### src/rtl/lvt_pkg.sv
package lvt_pkg;

  // Index width that stays at least one bit for a single-entry range
  function automatic int idx_w(input int count);
    return (count > 1) ? $clog2(count) : 1;
  endfunction

endpackage

### src/rtl/lvt_bank.sv
// One-write, one-read storage bank with a registered, read-before-write output
module lvt_bank #(
  parameter int DEPTH = 32,
  parameter int WIDTH = 16,
  parameter int AW    = 5
) (
  input  logic             clk,
  input  logic             we,
  input  logic [AW-1:0]    waddr,
  input  logic [WIDTH-1:0] wdata,
  input  logic             re,
  input  logic [AW-1:0]    raddr,
  output logic [WIDTH-1:0] rdata
);

  logic [WIDTH-1:0] mem [DEPTH];
  logic [WIDTH-1:0] rdata_q;

  // Storage array: written only when the owning write port is enabled
  always_ff @(posedge clk) begin
    if (we) begin
      mem[waddr] <= wdata;
    end
  end

  // Output register: samples the pre-write contents on the same edge
  always_ff @(posedge clk) begin
    if (re) begin
      rdata_q <= mem[raddr];
    end
  end

  assign rdata = rdata_q;

endmodule

### src/rtl/lvt_table.sv
// Per-address record of the last write port, plus a registered lookup per read port
module lvt_table #(
  parameter int WR_PORTS = 2,
  parameter int RD_PORTS = 4,
  parameter int DEPTH    = 32,
  parameter int AW       = 5,
  parameter int SW       = 1
) (
  input  logic                   clk,
  input  logic                   rst_n,
  input  logic [WR_PORTS-1:0]    wr_en,
  input  logic [WR_PORTS*AW-1:0] wr_addr,
  input  logic [RD_PORTS-1:0]    rd_en,
  input  logic [RD_PORTS*AW-1:0] rd_addr,
  output logic [RD_PORTS*SW-1:0] sel
);

  logic [SW-1:0] owner_q   [DEPTH];
  logic [SW-1:0] owner_nxt [DEPTH];
  logic          owner_ce;

  logic [SW-1:0] sel_q   [RD_PORTS];
  logic [SW-1:0] sel_nxt [RD_PORTS];

  // Next-state: ascending port order, so the highest enabled port on a
  // shared address is the one left in the entry
  always_comb begin
    owner_nxt = owner_q;
    for (int w = 0; w < WR_PORTS; w++) begin
      if (wr_en[w]) begin
        owner_nxt[wr_addr[w*AW +: AW]] = SW'(w);
      end
    end
  end

  assign owner_ce = |wr_en;

  always_ff @(posedge clk or negedge rst_n) begin
    if (!rst_n) begin
      for (int i = 0; i < DEPTH; i++) begin
        owner_q[i] <= '0;
      end
    end else if (owner_ce) begin
      owner_q <= owner_nxt;
    end
  end

  // Lookup for every read port, taken from the pre-write table contents
  always_comb begin
    for (int r = 0; r < RD_PORTS; r++) begin
      sel_nxt[r] = rd_en[r] ? owner_q[rd_addr[r*AW +: AW]] : sel_q[r];
    end
  end

  always_ff @(posedge clk or negedge rst_n) begin
    if (!rst_n) begin
      for (int r = 0; r < RD_PORTS; r++) begin
        sel_q[r] <= '0;
      end
    end else begin
      for (int r = 0; r < RD_PORTS; r++) begin
        if (rd_en[r]) begin
          sel_q[r] <= sel_nxt[r];
        end
      end
    end
  end

  for (genvar r = 0; r < RD_PORTS; r++) begin : g_sel_out
    assign sel[r*SW +: SW] = sel_q[r];
  end

endmodule

### src/rtl/lvt_steer.sv
// Picks one write port's bank output for a single read port
module lvt_steer #(
  parameter int WR_PORTS = 2,
  parameter int WIDTH    = 16,
  parameter int SW       = 1
) (
  input  logic [WR_PORTS*WIDTH-1:0] cand,
  input  logic [SW-1:0]             sel,
  output logic [WIDTH-1:0]          dout
);

  always_comb begin
    dout = cand[0 +: WIDTH];
    for (int w = 1; w < WR_PORTS; w++) begin
      if (sel == SW'(w)) begin
        dout = cand[w*WIDTH +: WIDTH];
      end
    end
  end

endmodule

### src/rtl/lvt_multiport_mem.sv
// Multi-write, multi-read memory from 1W/1R banks steered by a port-index table
module lvt_multiport_mem #(
  parameter int WR_PORTS = 2,
  parameter int RD_PORTS = 4,
  parameter int DEPTH    = 32,
  parameter int WIDTH    = 16,
  localparam int AW      = lvt_pkg::idx_w(DEPTH),
  localparam int SW      = lvt_pkg::idx_w(WR_PORTS)
) (
  input  logic                      clk,
  input  logic                      rst_n,
  input  logic [WR_PORTS-1:0]       wr_en,
  input  logic [WR_PORTS*AW-1:0]    wr_addr,
  input  logic [WR_PORTS*WIDTH-1:0] wr_data,
  input  logic [RD_PORTS-1:0]       rd_en,
  input  logic [RD_PORTS*AW-1:0]    rd_addr,
  output logic [RD_PORTS*WIDTH-1:0] rd_data
);

  localparam int SET_W = WR_PORTS * WIDTH;

  // Bank outputs grouped per read port: [r][w] at (r*WR_PORTS + w)*WIDTH
  logic [RD_PORTS*SET_W-1:0] bank_q;
  logic [RD_PORTS*SW-1:0]    sel;

  for (genvar w = 0; w < WR_PORTS; w++) begin : g_wr
    for (genvar r = 0; r < RD_PORTS; r++) begin : g_rd
      lvt_bank #(
        .DEPTH (DEPTH),
        .WIDTH (WIDTH),
        .AW    (AW)
      ) u_bank (
        .clk   (clk),
        .we    (wr_en[w]),
        .waddr (wr_addr[w*AW +: AW]),
        .wdata (wr_data[w*WIDTH +: WIDTH]),
        .re    (rd_en[r]),
        .raddr (rd_addr[r*AW +: AW]),
        .rdata (bank_q[(r*WR_PORTS + w)*WIDTH +: WIDTH])
      );
    end
  end

  lvt_table #(
    .WR_PORTS (WR_PORTS),
    .RD_PORTS (RD_PORTS),
    .DEPTH    (DEPTH),
    .AW       (AW),
    .SW       (SW)
  ) u_table (
    .clk     (clk),
    .rst_n   (rst_n),
    .wr_en   (wr_en),
    .wr_addr (wr_addr),
    .rd_en   (rd_en),
    .rd_addr (rd_addr),
    .sel     (sel)
  );

  for (genvar r = 0; r < RD_PORTS; r++) begin : g_steer
    lvt_steer #(
      .WR_PORTS (WR_PORTS),
      .WIDTH    (WIDTH),
      .SW       (SW)
    ) u_steer (
      .cand (bank_q[r*SET_W +: SET_W]),
      .sel  (sel[r*SW +: SW]),
      .dout (rd_data[r*WIDTH +: WIDTH])
    );
  end

endmodule

### config.mk
export PLATFORM = sky130hd
export DESIGN_NAME = lvt_multiport_mem
export DESIGN_NICKNAME = d
export VERILOG_FILES = /design/src/rtl/lvt_pkg.sv /design/src/rtl/lvt_bank.sv /design/src/rtl/lvt_table.sv /design/src/rtl/lvt_steer.sv /design/src/rtl/lvt_multiport_mem.sv
export SDC_FILE = /design/constraint.sdc
export NUM_CORES = 2
export LEC_CHECK = 0
export ABC_CLOCK_PERIOD_IN_PS = 2000
export BUFFER_PORTS_ARGS = -buffer_cell sky130_fd_sc_hd__buf_2
export CAP_MARGIN = 10
export CORE_MARGIN = 1
export CORE_UTILIZATION = 60
export CTS_BUF_LIST = sky130_fd_sc_hd__clkbuf_16
export DETAILED_ROUTE_END_ITERATION = 10
export PLACE_DENSITY = 0.86
export SLEW_MARGIN = 20
export SYNTH_ARGS = -nofsm -noshare
export SYNTH_HDL_FRONTEND = slang
export SYNTH_SLANG_ARGS = --single-unit
### constraint.sdc
create_clock -name clk -period 2 [get_ports clk]
set_input_delay 0 -clock clk [delete_from_list [all_inputs] [get_ports clk]]
set_output_delay 0 -clock clk [all_outputs]
set_load 0.02 [all_outputs]
# [Word-level counts from Yosys, hierarchy flattened]
# Memories as Yosys holds them, arrays and structs flattened. A register that Yosys moved wholly into a read port is not among the register bits.
# Cells that the tools add are included.
[totals] reg_bits=36 out_inout_bits=64 elab_cells=90 n_memories=8 ramBits=4096
[memory_table] memory="g_wr[0].g_rd[0].u_bank.mem" words=32 word_bits=16 rd=1 rd_ports_with_merged_regs=1 write_ports=1 line_no="lvt_bank.sv:16" source="logic [WIDTH-1:0] mem [DEPTH];"
[memory_table] memory="g_wr[0].g_rd[1].u_bank.mem" words=32 word_bits=16 rd=1 rd_ports_with_merged_regs=1 write_ports=1 line_no="lvt_bank.sv:16"
[memory_table] memory="g_wr[0].g_rd[2].u_bank.mem" words=32 word_bits=16 rd=1 rd_ports_with_merged_regs=1 write_ports=1 line_no="lvt_bank.sv:16"
[memory_table] memory="g_wr[0].g_rd[3].u_bank.mem" words=32 word_bits=16 rd=1 rd_ports_with_merged_regs=1 write_ports=1 line_no="lvt_bank.sv:16"
[memory_table] memory="g_wr[1].g_rd[0].u_bank.mem" words=32 word_bits=16 rd=1 rd_ports_with_merged_regs=1 write_ports=1 line_no="lvt_bank.sv:16"
[memory_table] memory="g_wr[1].g_rd[1].u_bank.mem" words=32 word_bits=16 rd=1 rd_ports_with_merged_regs=1 write_ports=1 line_no="lvt_bank.sv:16"
[memory_table] memory="+2 memories"
[classes] magnitude_cmp=8 muxes=26 n_reduce_logical=3 bitwise=9
[op_table] cell="$mux W16" n=4
[op_table] cell="$mux W32" n=2
[op_table] cell="$ge A6 B6 Y1 const B" n=6
[op_table] cell="$not A5 Y6" n=6
[op_table] cell="$and A32 B32 Y32" n=1
[op_table] cell="$not A32 Y32" n=1
[op_table] cell="$or A32 B32 Y32" n=1
[op_table] cell="$bmux W1 S5" n=4
[op_table] cell="$mux W1" n=14
[op_table] cell="$lt A6 B1 Y1 const B" n=2
[op_table] cell="$demux W1 S5" n=2
[op_table] cell="$logic_and A1 B1 Y1" n=2
[op_table] cell="$reduce_or A2 Y1" n=1

# [Longest topological paths before layout]
[depth] depth_word=10 depth_mapped=9 ltp_nobuf=5

# [Cells and area by module]
# Synthesis repeated with hierarchy kept, for this count alone.
[unflattened] hier_cells=9513 area_unflattened_um2=169298.6
[modules_own_cells] module="lvt_bank" n_inst=8 cells_each=1143 area_each_um2=20696.1
[modules_own_cells] module="lvt_table" n_inst=1 cells_each=297 area_each_um2=2733.9
[modules_own_cells] module="lvt_steer" n_inst=4 cells_each=18 area_each_um2=249.0

# [Least setup slack after synthesis]
# Ideal clock, no wire load.
[synth_timing] path_type="input port to flip-flop" start="in rd_addr[16]" end="reg g_wr[0].g_rd[3].u_bank.rdata_q[10], read port of g_wr[0].g_rd[3].u_bank.mem, data pin" t_required_ns=1.740 arrival_time_ns=1.872 path_slack_ns=-0.131 setup_time_ns=0.260 stages=6 cell_sequence="clkbuf_1 -> clkbuf_1 -> buf_1 -> mux4_2 -> mux4_2 -> mux2_2"
[synth_lines] item="start, declared" line_no="lvt_multiport_mem.sv:16" source="input logic [RD_PORTS*AW-1:0] rd_addr,"
[synth_lines] item="end, declared" line_no="lvt_bank.sv:17" source="logic [WIDTH-1:0] rdata_q;"

==> results.rst <==
.. list-table::
   :header-rows: 1

   * - Metric
     - Value
   * - Area taken by multi-input logic gates
     - ~0.033 mm^2
   * - Die Span Y
     - ~340 um
   * - Total routed wirelength
     - 258000 um
   * - Estimated wirelength of the detail-placed design
     - around 160000 um
   * - Type of the most critical hold path
     - primary input to flop
   * - Vias in the first global route
     - roughly 48000
   * - Hold Crit Depth
     - 3
   * - Dominant cells by area after synthesis
     - sky130_fd_sc_hd__edfxtp_1, sky130_fd_sc_hd__mux4_2, sky130_fd_sc_hd__mux2_2
   * - Relative slew slack
     - 0.213
   * - Initial antenna violation count
     - 17
   * - Final Max Tran Viols
     - 0
   * - Die width
     - between 300 and 400 um
   * - Worst endpoint required time
     - ~2500 ps
   * - Mean post-synth cell area
     - between 20 and 25 um^2
   * - Leading area contributor after synthesis
     - sky130_fd_sc_hd__edfxtp_1
   * - CP startpoint kind
     - flop
   * - Clock sinks
     - roughly 1200
   * - RSZ-0062 raised after global routing
     - yes
   * - Total via count in the routed design
     - about 47000
   * - Via-to-Cell Ratio
     - approximately 8.7
   * - Time the final worst path needs with I/O delays and setup
     - between 2000 and 2500 ps
   * - Deepest clock path buffer count
     - 3
   * - Cell leakage power
     - approximately 27 nW
   * - Flip-flop and latch count after synthesis
     - about 1200
   * - Max-cap violation count
     - 0
   * - Top FF cell, synth
     - sky130_fd_sc_hd__edfxtp_1
   * - Routed wirelength normalized by instance count
     - approximately 48 um
   * - Final Wtd Congestion
     - about 1.0
   * - Synth top area share
     - 0.494
   * - GRT Overall Usage
     - 0.447
   * - Area of the die
     - approximately 0.12 mm^2
   * - ANT nets after route
     - 0
   * - FILL cells
     - ~6300
   * - Source-to-sink clock delay at the later pin of the worst-skew pair
     - ~780 ps
   * - Number of rows created at floorplan
     - ~120
   * - Yosys warning total
     - 0
   * - Hold wc startpoint
     - rd_addr[12]
   * - Finished Core Util
     - 0.719
   * - FF+latch area
     - about 0.035 mm^2
   * - Met1 track utilization from global routing
     - 0.570
   * - Initial core utilization
     - 0.609
   * - End point of the most critical hold path
     - g_wr[1].g_rd[2].u_bank.rdata[7]
   * - Final Skew
     - just under 40 ps
   * - Maximum number of pins on one net before global-route repair
     - approximately 40
   * - Syn Inst Count
     - 3312
   * - Worst R2R Start
     - g_wr[0].g_rd[3].u_bank.mem[19][0]
   * - Count of endpoints failing setup in the final report
     - 99
   * - Max H-tree Level
     - 4
   * - Max Fanout on Critical Path
     - 4
   * - Number of library cell types mapped by synthesis
     - 28
   * - Clock edge transition at the registers on the reported setup and hold paths
     - ~60 ps
   * - Global routing usage on met3
     - 0.211
   * - Total core area
     - approximately 0.12 mm^2
   * - CTS buffer count
     - between 100 and 150
   * - IO Count
     - about 130
   * - Async set or reset register ratio after synthesis
     - 0.0303
   * - Post-route DRC
     - 0
   * - Number of port buffers
     - roughly 130
   * - Gr ovfl total
     - 0
   * - Ratio of total power to cell area
     - ~800 mW/mm^2
   * - Slew at the pin with the worst max-slew slack
     - around 1200 ps
   * - Final hold vios
     - 0
   * - Category of the critical setup timing path
     - flop to flop
   * - Ratio of cells with drive above 1 in the final layout
     - 0.600
   * - Sequential cell area fraction in the yosys report
     - 0.507
   * - Worst IR Drop VDD
     - between 700 and 800 uV
   * - Initial detailed-routing violation count
     - approximately 9600
   * - Post-route setup TNS
     - -4660 ps
   * - Post-synth EDFFs
     - about 1200
   * - Global-route layer with the greatest usage
     - met2
   * - Root buffer selected by CTS
     - sky130_fd_sc_hd__clkbuf_16
   * - Period utilization
     - 1.08
   * - Number of search-and-repair iterations in the first detailed-routing pass
     - 7
   * - Failing checks
     - setup timing
   * - Register-to-Register Path Depth
     - 3
   * - Post-placement worst setup slack
     - -356 ps
   * - Fmax
     - 0.463 GHz
   * - Arrival @ worst endpoint
     - approximately 2700 ps
   * - Status
     - finished, violations left
   * - Total number of nets in the final design
     - 3823
   * - Synthesized netlist net count
     - 3382
   * - Cell area after synthesis
     - approximately 0.07 mm^2
   * - Clock tree from TritonCTS
     - yes
   * - Reg-to-reg slack, setup
     - -160 ps
   * - Critical path endpoint category
     - flop
   * - Met2 GRT Util
     - 0.620
   * - Wire length of the first global-routing pass
     - about 360000 um
   * - Fin worst setup slack
     - -158 ps
   * - Post-synthesis to final-layout area growth
     - 18.1%
   * - Critical register-to-register path endpoint
     - g_wr[0].g_rd[2].u_bank.rdata[0]
registers in the layout, indices dropped and copies added, names as in the netlist:
register and count:
g_wr.g_rd.u_bank.rdata 128, g_wr.g_rd.u_bank.mem 1024, u_table.sel 4, u_table.owner_q 32
per-layer routing:
layer  wire, um  share of wire
met5        126        0.00049
met4      21200          0.082
met1      75700           0.29
met2     110000           0.43
met3      51100           0.20
synthesized netlist by cell type (all sizes together), types with 8 or more instances:
library cell,count
nand3,8
mux2,192
dfrtp,36
mux4,1280
buf,171
nand2b,8
nand3b,10
a21oi,13
nor2b,8
nor2,74
mux2i,64
nand2,18
clkbuf,166
o21ai,64
edfxtp,1152
a22oi,10
placed cells by master (no fill, tap or decap), types with 10 or more instances in the layout:
| master | count |
|---|---|
| sky130_fd_sc_hd__mux4_2 | 1280 |
| sky130_fd_sc_hd__edfxtp_1 | 1152 |
| sky130_fd_sc_hd__buf_4 | 245 |
| sky130_fd_sc_hd__buf_12 | 188 |
| sky130_fd_sc_hd__clkbuf_16 | 137 |
| sky130_fd_sc_hd__mux2_4 | 109 |
| sky130_fd_sc_hd__buf_2 | 91 |
| sky130_fd_sc_hd__mux2_2 | 83 |
| sky130_fd_sc_hd__dlygate4sd3_1 | 76 |
| sky130_fd_sc_hd__nor2_2 | 64 |
| sky130_fd_sc_hd__o21ai_0 | 64 |
| sky130_fd_sc_hd__mux2i_1 | 64 |
| sky130_fd_sc_hd__buf_6 | 34 |
| sky130_fd_sc_hd__dfrtp_1 | 34 |
| sky130_fd_sc_hd__inv_1 | 20 |
| sky130_fd_sc_hd__clkinv_2 | 20 |
| sky130_fd_sc_hd__nand2_1 | 18 |
| sky130_fd_sc_hd__diode_2 | 17 |
| sky130_fd_sc_hd__bufinv_16 | 17 |
| sky130_fd_sc_hd__clkinv_1 | 16 |
| sky130_fd_sc_hd__clkinvlp_4 | 14 |
| sky130_fd_sc_hd__a21oi_1 | 13 |
| sky130_fd_sc_hd__inv_6 | 11 |
| sky130_fd_sc_hd__nand3b_1 | 10 |
| sky130_fd_sc_hd__nor2_1 | 10 |
| sky130_fd_sc_hd__a22oi_1 | 10 |
where the power goes:
part | internal [mW] | total (mW) | switching [mW]
sequential | 28.1 | 28.9 | 0.783
clock | 14.5 | 25.2 | 10.7
combinational | 5.29 | 10.7 | 5.46
total | 47.9 | 64.8 | 16.9
critical path, stage by stage, from the launching register on:
cell and delay [ps]:
sky130_fd_sc_hd__edfxtp_1 490, sky130_fd_sc_hd__mux4_2 560, sky130_fd_sc_hd__mux4_2 510, sky130_fd_sc_hd__mux2_4 330
stage by stage:
step | power (mW) | instances | area, um^2 | hold slack [ps]
after floorplan | 34.8 | 3312 | 70100 | -296
after global placement | 38.6 | 5044 | 76700 | 134
after detailed placement | 38.9 | 5044 | 76700 | 161
after CTS | 64.0 | 5363 | 82200 | 29.6
after global routing | 65.8 | 5379 | 82700 | 49.7
final | 64.8 | 5389 | 82700 | 44.8
area by class of cell:
type / count / share of cell area
antenna: 17 / 0.000514
timing repair buffer: 645 / 0.0894
clock inverter: 106 / 0.0126
sequential: 1188 / 0.429
clock buffer: 134 / 0.0405
tap: 1512 / 0.0229
multi-input combinational: 1787 / 0.405
worst max-delay path by stage:
stage / start / endpoint / slack (ps) / depth (start not counted)
2_1_floorplan: rd_addr[0] / g_wr[0].g_rd[0].u_bank.rdata[15] / -20 / 5
3_3_place_gp: rd_addr[0] / g_wr[1].g_rd[0].u_bank.rdata[6] / -330 / 6
3_5_place_dp: rd_addr[0] / g_wr[1].g_rd[0].u_bank.rdata[6] / -360 / 6
4_1_cts: g_wr[0].g_rd[3].u_bank.mem[19][0] / g_wr[0].g_rd[2].u_bank.rdata[0] / -110 / 3
5_1_grt: g_wr[0].g_rd[3].u_bank.mem[19][0] / g_wr[0].g_rd[2].u_bank.rdata[0] / -150 / 3
6_report: g_wr[0].g_rd[3].u_bank.mem[19][0] / g_wr[0].g_rd[2].u_bank.rdata[0] / -160 / 3
kinds of logic (layout without fill, tap and decap cells):
group	Yosys count	count (layout)	share of synthesized area
muxes	1536	1536	0.452
DFF	1188	1188	0.507
other	0	17	0
buffers and inverters	337	885	0.0233
and+or+nand+nor	147	147	0.0101
AOI/OAI and AO/OA	104	104	0.00847
what timing repair did:
item | in CTS | in global routing
hold buffers | 77 | 0
endpoints found under the setup margin | 111 | 113
cloned | 0 | 3
resized for setup | 85 | 93
hold endpoints to repair | 1262 | 0
setup buffers | 2 | 6
Note: power is estimated with default switching activity, not from simulation.
